==> src/rtl/pll_reseq.sv <==
module pll_reseq #(
  parameter int MW = 8,
  parameter int NW = 8,
  parameter int PW = 6,
  parameter int TICK_DIV = 100,
  parameter int RAMP_POLLS = 500,
  parameter int LOCK_US = 300,
  parameter logic [7:0] STEP_A = 8'h2B,
  parameter logic [7:0] STEP_B = 8'h0B
) (
  input  logic          clk,
  input  logic          rst_n,
  input  logic          req_on,
  input  logic          req_off,
  input  logic          slide_en,
  input  logic [MW-1:0] new_m,
  input  logic [PW-1:0] new_pl,
  input  logic [NW-1:0] tgt_n,
  input  logic [NW-1:0] nlo_new,
  input  logic [NW-1:0] nlo_cur,
  input  logic          pll_lock,
  input  logic          ramp_done,
  output logic          busy,
  output logic          done,
  output logic          fail,
  output logic [MW-1:0] coef_m,
  output logic [NW-1:0] coef_n,
  output logic [PW-1:0] coef_pl,
  output logic [7:0]    step_a,
  output logic [7:0]    step_b,
  output logic          sel_vco,
  output logic          half_div,
  output logic          iddq,
  output logic          pll_en,
  output logic          lckdet_en,
  output logic          slowdown,
  output logic          dynramp_en
);
  localparam int LOCK_POLLS = LOCK_US / 2 + 1;
  localparam int PMAX = (RAMP_POLLS > LOCK_POLLS) ? RAMP_POLLS : LOCK_POLLS;
  localparam int CW = $clog2(PMAX + 1);
  localparam int TW = (TICK_DIV > 1) ? $clog2(TICK_DIV) : 1;
  localparam logic [TW-1:0] TICK_LAST = TW'(TICK_DIV - 1);
  localparam logic [CW-1:0] RAMP_LAST = CW'(RAMP_POLLS - 1);
  localparam logic [CW-1:0] LOCK_LAST = CW'(LOCK_POLLS - 1);

  typedef enum logic [4:0] {
    S_IDLE, S_START, S_RSET, S_RW1, S_RW2, S_RPOLL, S_RFAIL,
    S_HALF, S_BYP, S_PWR, S_PWRW, S_OFF, S_COEF, S_ON, S_LOCK,
    S_VCO, S_FULL, S_DSTART, S_DBYP, S_DOFF, S_FIN
  } st_t;

  st_t st, ret;
  logic [TW-1:0] cyc;
  logic [CW-1:0] pcnt;
  logic          half, slide, dis_mode, err;
  logic [MW-1:0] m_r;
  logic [PW-1:0] pl_r;
  logic [NW-1:0] n_r, nlon_r, nloc_r, ramp_n;

  wire tick = (cyc == TICK_LAST);

  assign busy = (st != S_IDLE);
  assign done = (st == S_FIN);
  assign fail = done & err;

  always_ff @(posedge clk or negedge rst_n) begin
    if (!rst_n) begin
      st <= S_IDLE; ret <= S_IDLE;
      cyc <= '0; pcnt <= '0; half <= 1'b0;
      slide <= 1'b0; dis_mode <= 1'b0; err <= 1'b0;
      m_r <= '0; pl_r <= '0; n_r <= '0; nlon_r <= '0; nloc_r <= '0; ramp_n <= '0;
      coef_m <= MW'(1); coef_pl <= PW'(1); coef_n <= '0;
      step_a <= '0; step_b <= '0;
      sel_vco <= 1'b0; half_div <= 1'b0; iddq <= 1'b1; pll_en <= 1'b0;
      lckdet_en <= 1'b0; slowdown <= 1'b0; dynramp_en <= 1'b0;
    end else begin
      cyc <= tick ? '0 : cyc + 1'b1;
      case (st)
        S_IDLE: begin
          cyc <= '0;
          if (req_on || req_off) begin
            m_r <= new_m; pl_r <= new_pl; n_r <= tgt_n;
            nlon_r <= nlo_new; nloc_r <= nlo_cur;
            slide <= slide_en; err <= 1'b0;
            dis_mode <= !req_on;
            st <= req_on ? S_START : S_DSTART;
          end
        end
        S_START: begin
          cyc <= '0; pcnt <= '0;
          if (slide && pll_en && m_r == coef_m && pl_r == coef_pl) begin
            ramp_n <= n_r; ret <= S_FIN; st <= S_RSET;
          end else if (slide && pll_en) begin
            ramp_n <= nloc_r; ret <= S_HALF; st <= S_RSET;
          end else st <= S_HALF;
        end
        S_RSET: begin
          cyc <= '0; pcnt <= '0;
          if (ramp_n == coef_n) st <= ret;
          else begin
            step_a <= STEP_A; step_b <= STEP_B; slowdown <= 1'b1; st <= S_RW1;
          end
        end
        S_RW1: if (tick) begin coef_n <= ramp_n; st <= S_RW2; end
        S_RW2: if (tick) begin dynramp_en <= 1'b1; st <= S_RPOLL; end
        S_RPOLL: if (tick) begin
          if (ramp_done || pcnt == RAMP_LAST) begin
            slowdown <= 1'b0; dynramp_en <= 1'b0; pcnt <= '0;
            st <= (ramp_done || dis_mode) ? ret : S_RFAIL;
          end else pcnt <= pcnt + 1'b1;
        end
        S_RFAIL: begin
          cyc <= '0;
          if (slide) begin slide <= 1'b0; st <= S_START; end
          else begin err <= 1'b1; st <= S_FIN; end
        end
        S_HALF: begin
          half_div <= 1'b1; cyc <= '0; pcnt <= '0; st <= S_BYP;
        end
        S_BYP: if (tick) begin
          if (pcnt == CW'(1)) begin sel_vco <= 1'b0; pcnt <= '0; st <= S_PWR; end
          else pcnt <= pcnt + 1'b1;
        end
        S_PWR: begin
          cyc <= '0; pcnt <= '0;
          if (iddq) begin iddq <= 1'b0; st <= S_PWRW; end
          else st <= S_OFF;
        end
        S_PWRW: if (tick) begin
          if (pcnt == CW'(1)) begin pcnt <= '0; st <= S_OFF; end
          else pcnt <= pcnt + 1'b1;
        end
        S_OFF: begin cyc <= '0; pll_en <= 1'b0; st <= S_COEF; end
        S_COEF: begin
          cyc <= '0;
          coef_m <= m_r; coef_pl <= pl_r;
          coef_n <= slide ? nlon_r : n_r;
          st <= S_ON;
        end
        S_ON: begin
          cyc <= '0; pcnt <= '0; half <= 1'b0;
          pll_en <= 1'b1; lckdet_en <= 1'b1; st <= S_LOCK;
        end
        S_LOCK: if (tick) begin
          if (!half) half <= 1'b1;
          else begin
            half <= 1'b0;
            if (pll_lock) begin pcnt <= '0; st <= S_VCO; end
            else if (pcnt == LOCK_LAST) begin err <= 1'b1; st <= S_FIN; end
            else pcnt <= pcnt + 1'b1;
          end
        end
        S_VCO: begin
          cyc <= '0; pcnt <= '0; sel_vco <= 1'b1; st <= S_FULL;
        end
        S_FULL: if (tick) begin
          if (pcnt == CW'(1)) begin
            half_div <= 1'b0; ramp_n <= n_r; ret <= S_FIN; pcnt <= '0; st <= S_RSET;
          end else pcnt <= pcnt + 1'b1;
        end
        S_DSTART: begin
          cyc <= '0;
          if (pll_en) begin ramp_n <= nloc_r; ret <= S_DBYP; st <= S_RSET; end
          else st <= S_DBYP;
        end
        S_DBYP: begin cyc <= '0; sel_vco <= 1'b0; st <= S_DOFF; end
        S_DOFF: begin cyc <= '0; pll_en <= 1'b0; st <= S_FIN; end
        S_FIN: begin cyc <= '0; st <= S_IDLE; end
        default: st <= S_IDLE;
      endcase
    end
  end
endmodule

==> config.mk <==
export PLATFORM = sky130hd
export DESIGN_NAME = pll_reseq
export DESIGN_NICKNAME = d
export VERILOG_FILES = /design/src/rtl/pll_reseq.sv
export SDC_FILE = /design/constraint.sdc
export NUM_CORES = 1
export LEC_CHECK = 0
export ABC_AREA = 1
export BUFFER_PORTS_ARGS = -buffer_cell sky130_fd_sc_hd__buf_2
export CORE_ASPECT_RATIO = 1.5
export CORE_MARGIN = 2
export CORE_UTILIZATION = 35
export DETAILED_ROUTE_END_ITERATION = 7
export SLEW_MARGIN = 20
export SYNTH_ARGS = -nofsm -noshare
export SYNTH_HDL_FRONTEND = slang
export SYNTH_SLANG_ARGS = --single-unit
==> constraint.sdc <==
create_clock -name clk -period 2.1 [get_ports clk]
set_input_delay 0.42 -clock clk [delete_from_list [all_inputs] [get_ports clk]]
set_output_delay 0.42 -clock clk [all_outputs]
set_load 0.01 [all_outputs]
==> flow_summary.ini <==
[status]
status = complete, no violations

[final_layout]
final_net_count = 1018
antenna_diode_count = 0
area_delta_synth_final_pct = 18.5
finish.utilization = 0.420
n_fill_cell = 1832
drive_gt1_frac = 0.179
instances_no_fill = 1187

[timing]
setup_repair_after_global_routing_missed_its_margin = false
worst-slew-pin-transition_ns = 0.572
slew_viol_final = 0
setup_viol = 0
fin_crit_ns = 2.00
max_freq_ghz = 0.500
number_of_hold_violations_in_the_final_report = 0
whs_ns = 0.0578
timing.max_slew.rel_slack = 0.619
setup_total_negative_slack_ns = 0
period_share = 0.953
clock-skew-final_ns = 0.00993

[clock_network]
cts_tree = built
clock_insertion_delay_at_the_later_pin_of_the_skew_report_ns = 0.35
cts_root_buf = clkbuf_16
ctsHoldBuffers = 0
tritoncts_num_sinks = 105
tritoncts_buffers = 9
htree_num_levels = 3
cts_buffer_depth = 2
clock_pin_transition_on_the_worst_setup_and_hold_timing_paths_ns = 0.07

[power_and_ir_drop]
power_per_cell_area_mw_per_mm2 = 565
power.total_uw = 4080
worst_vdd_ir_v = 0.000444
p_leak_uw = 0.00382

[synth]
synth_edf_count = 0
syn-cell-area_mm2 = 0.00609
postSynthAreaPerCell_um2 = 6.99
yosysTopAreaCellShare = 0.419
synthTopCellsByArea = dfrtp_1 (42%), nand2_1 (20%), inv_1 (6.3%)
synth_seq_cells = 105
post_synth_most_frequent_cells = nand2_1 (317), dfrtp_1 (102), inv_1 (102), nor2_1 (72), o21ai_0 (70)
synth_ff_type = dfrtp_1
seq_area_frac_synth = 0.432
synth_cell_type_count = 41
postSynth.asyncResetShare = 1.00
yosys_warnings = 0
post-synth-top-count-cell = nand2_1
synth_cells = 872
synth_top_cell_by_area = dfrtp_1

[worst_setup_path]
r2r_start = st[2]
critPathKind = reg2out
critical_path_peak_fanout = 7
critPathRequiredTime_ns = 1.68
rr_worst_depth = 11
start_kind = flop
cp-end-kind = output pin
worst-r2r-setup-slack_ns = 0.17
r2r_end = pcnt[4]
arrival_ns = 1.58

[flow_run]
drv.max_cap_violation_count = 0

[die]
design.core.area_mm2 = 0.0172
cell_rows = 59
die_footprint_mm2 = 0.0185
chipWidth_um = 112
die_height_um = 166
initial_core_util = 0.354
io_pins = 93

[grt]
grt_start_max_net_pins = 68
number_of_global_route_vias_before_repair = 5516
initial_antenna_violation_count = 0
grt_util_all_layers = 0.188
global_route_wire_length_before_repair_mm = 27.7
grt_overflow = 0

[routing]
remaining_antenna_violation_count_after_routing = 0
postRouteWirelength_mm = 17.1
dr.pass1.iters = 5
viasPerCell = 4.87
drt_iter0_markers = 342
detail_route.drc_violations = 0
route.detailed.wl_per_inst_um = 14.4
vias = 5778

[worst_hold_path]
hp-class = in2async

[placement]
port_buffers = 83
globalplace.congestion = 0.971
hpwlAfterDp_mm = 13.1
place_inst = 1169
## metal layers
metal	vias up	GRT usage	share of wire
met5	-	0	0
li1	2903	-	-
met1	2695	0.224	0.41
met2	140	0.338	0.52
met4	0	0.0853	0.040
met3	40	0.0245	0.032
## stage by stage
stage                     setup slack (ns)  cell area [um^2]
final                               0.0982              7220
after CTS                          0.00113              7170
after detailed placement            0.0702              6850
after global routing               0.00329              7220
after floorplan                      0.444              6120
after global placement               0.106              6850
## layout by cell type, fill, tap and decap left out, types with 2 or more instances in the layout
cell,instances
conb_1,9
o21ai_1,4
buf_2,82
clkinvlp_4,2
nor2_4,7
nor2_2,7
o31ai_1,2
o21bai_1,2
inv_2,8
inv_1,102
buf_12,4
or2_2,4
ha_1,4
nand3_1,58
xnor2_1,5
nor2_1,70
dfrtp_1,102
buf_4,30
o22ai_1,3
nand2_1,316
clkbuf_16,9
nand2_2,4
nor3_1,8
xor2_1,3
o21ai_0,70
o211ai_1,9
nand3_2,3
a21oi_1,11
a31oi_1,4
nor3b_1,2
dfstp_2,3
nand4_1,10
nand3b_1,2
## worst max-delay path, cell delays in order (launching register included)
cell and delay (ns):
dfrtp_1 0.48, nor2_4 0.22, inv_1 0.16, nor4_2 0.20
buf_2 0.18
## how the worst max path moves through the flow
stage | slack (ns) | startpoint | endpoint
after floorplan | 0.44 | pcnt[1] | ramp_n[4]
after global placement | 0.11 | st[1] | pcnt[3]
after detailed placement | 0.07 | st[1] | pcnt[3]
after CTS | 0.001 | st[3] | fail
after global routing | 0.003 | pcnt[1] | st[1]
final | 0.1 | st[3] | fail
## cells by family (layout without fill, tap and decap cells)
group | after synthesis | count (layout) | synth area share
XOR/XNOR | 8 | 8 | 0.0115
AO/OA/AOI/OAI | 108 | 108 | 0.0982
flip-flops | 105 | 105 | 0.432
buffers and inverters | 149 | 243 | 0.107
adder cells (fa/ha/maj) | 4 | 4 | 0.00822
AND/OR/NAND/NOR | 497 | 497 | 0.342
other | 1 | 9 | 0.000616
## report_power, final
part / leakage, uW / switching, uW / internal (uW)
Sequential: 0.00134 / 27.8 / 2080
Clock: 0.000141 / 812 / 942
Combinational: 0.00234 / 140 / 83.9
Total: 0.00382 / 979 / 3100
## state kept, by name (all words and copies together) (netlist names), 4 cells and up
signal,count
nloc_r,8
cyc,7
coef_pl,6
coef_m,8
nlon_r,8
m_r,8
st,5
pcnt,9
pl_r,6
ramp_n,8
coef_n,8
ret,4
n_r,8
## what timing repair did
item,in CTS,in global routing
endpoints found under the setup margin,2,17
setup buffers,0,2
pin swaps,0,1
hold endpoints to repair,0,0
resized for setup,3,9
## layout make-up
cell class	instances	area (um^2)	share of cell area
Clock inverter	6	73.8	0.0102
Tap cell	213	267	0.0369
Sequential cell	105	2630	0.364
Clock buffer	10	229	0.0317
Inverter	111	419	0.0580
Timing Repair Buffer	116	716	0.0991
Multi-Input combinational cell	626	2890	0.400
Power figures use the tool's default switching activity.
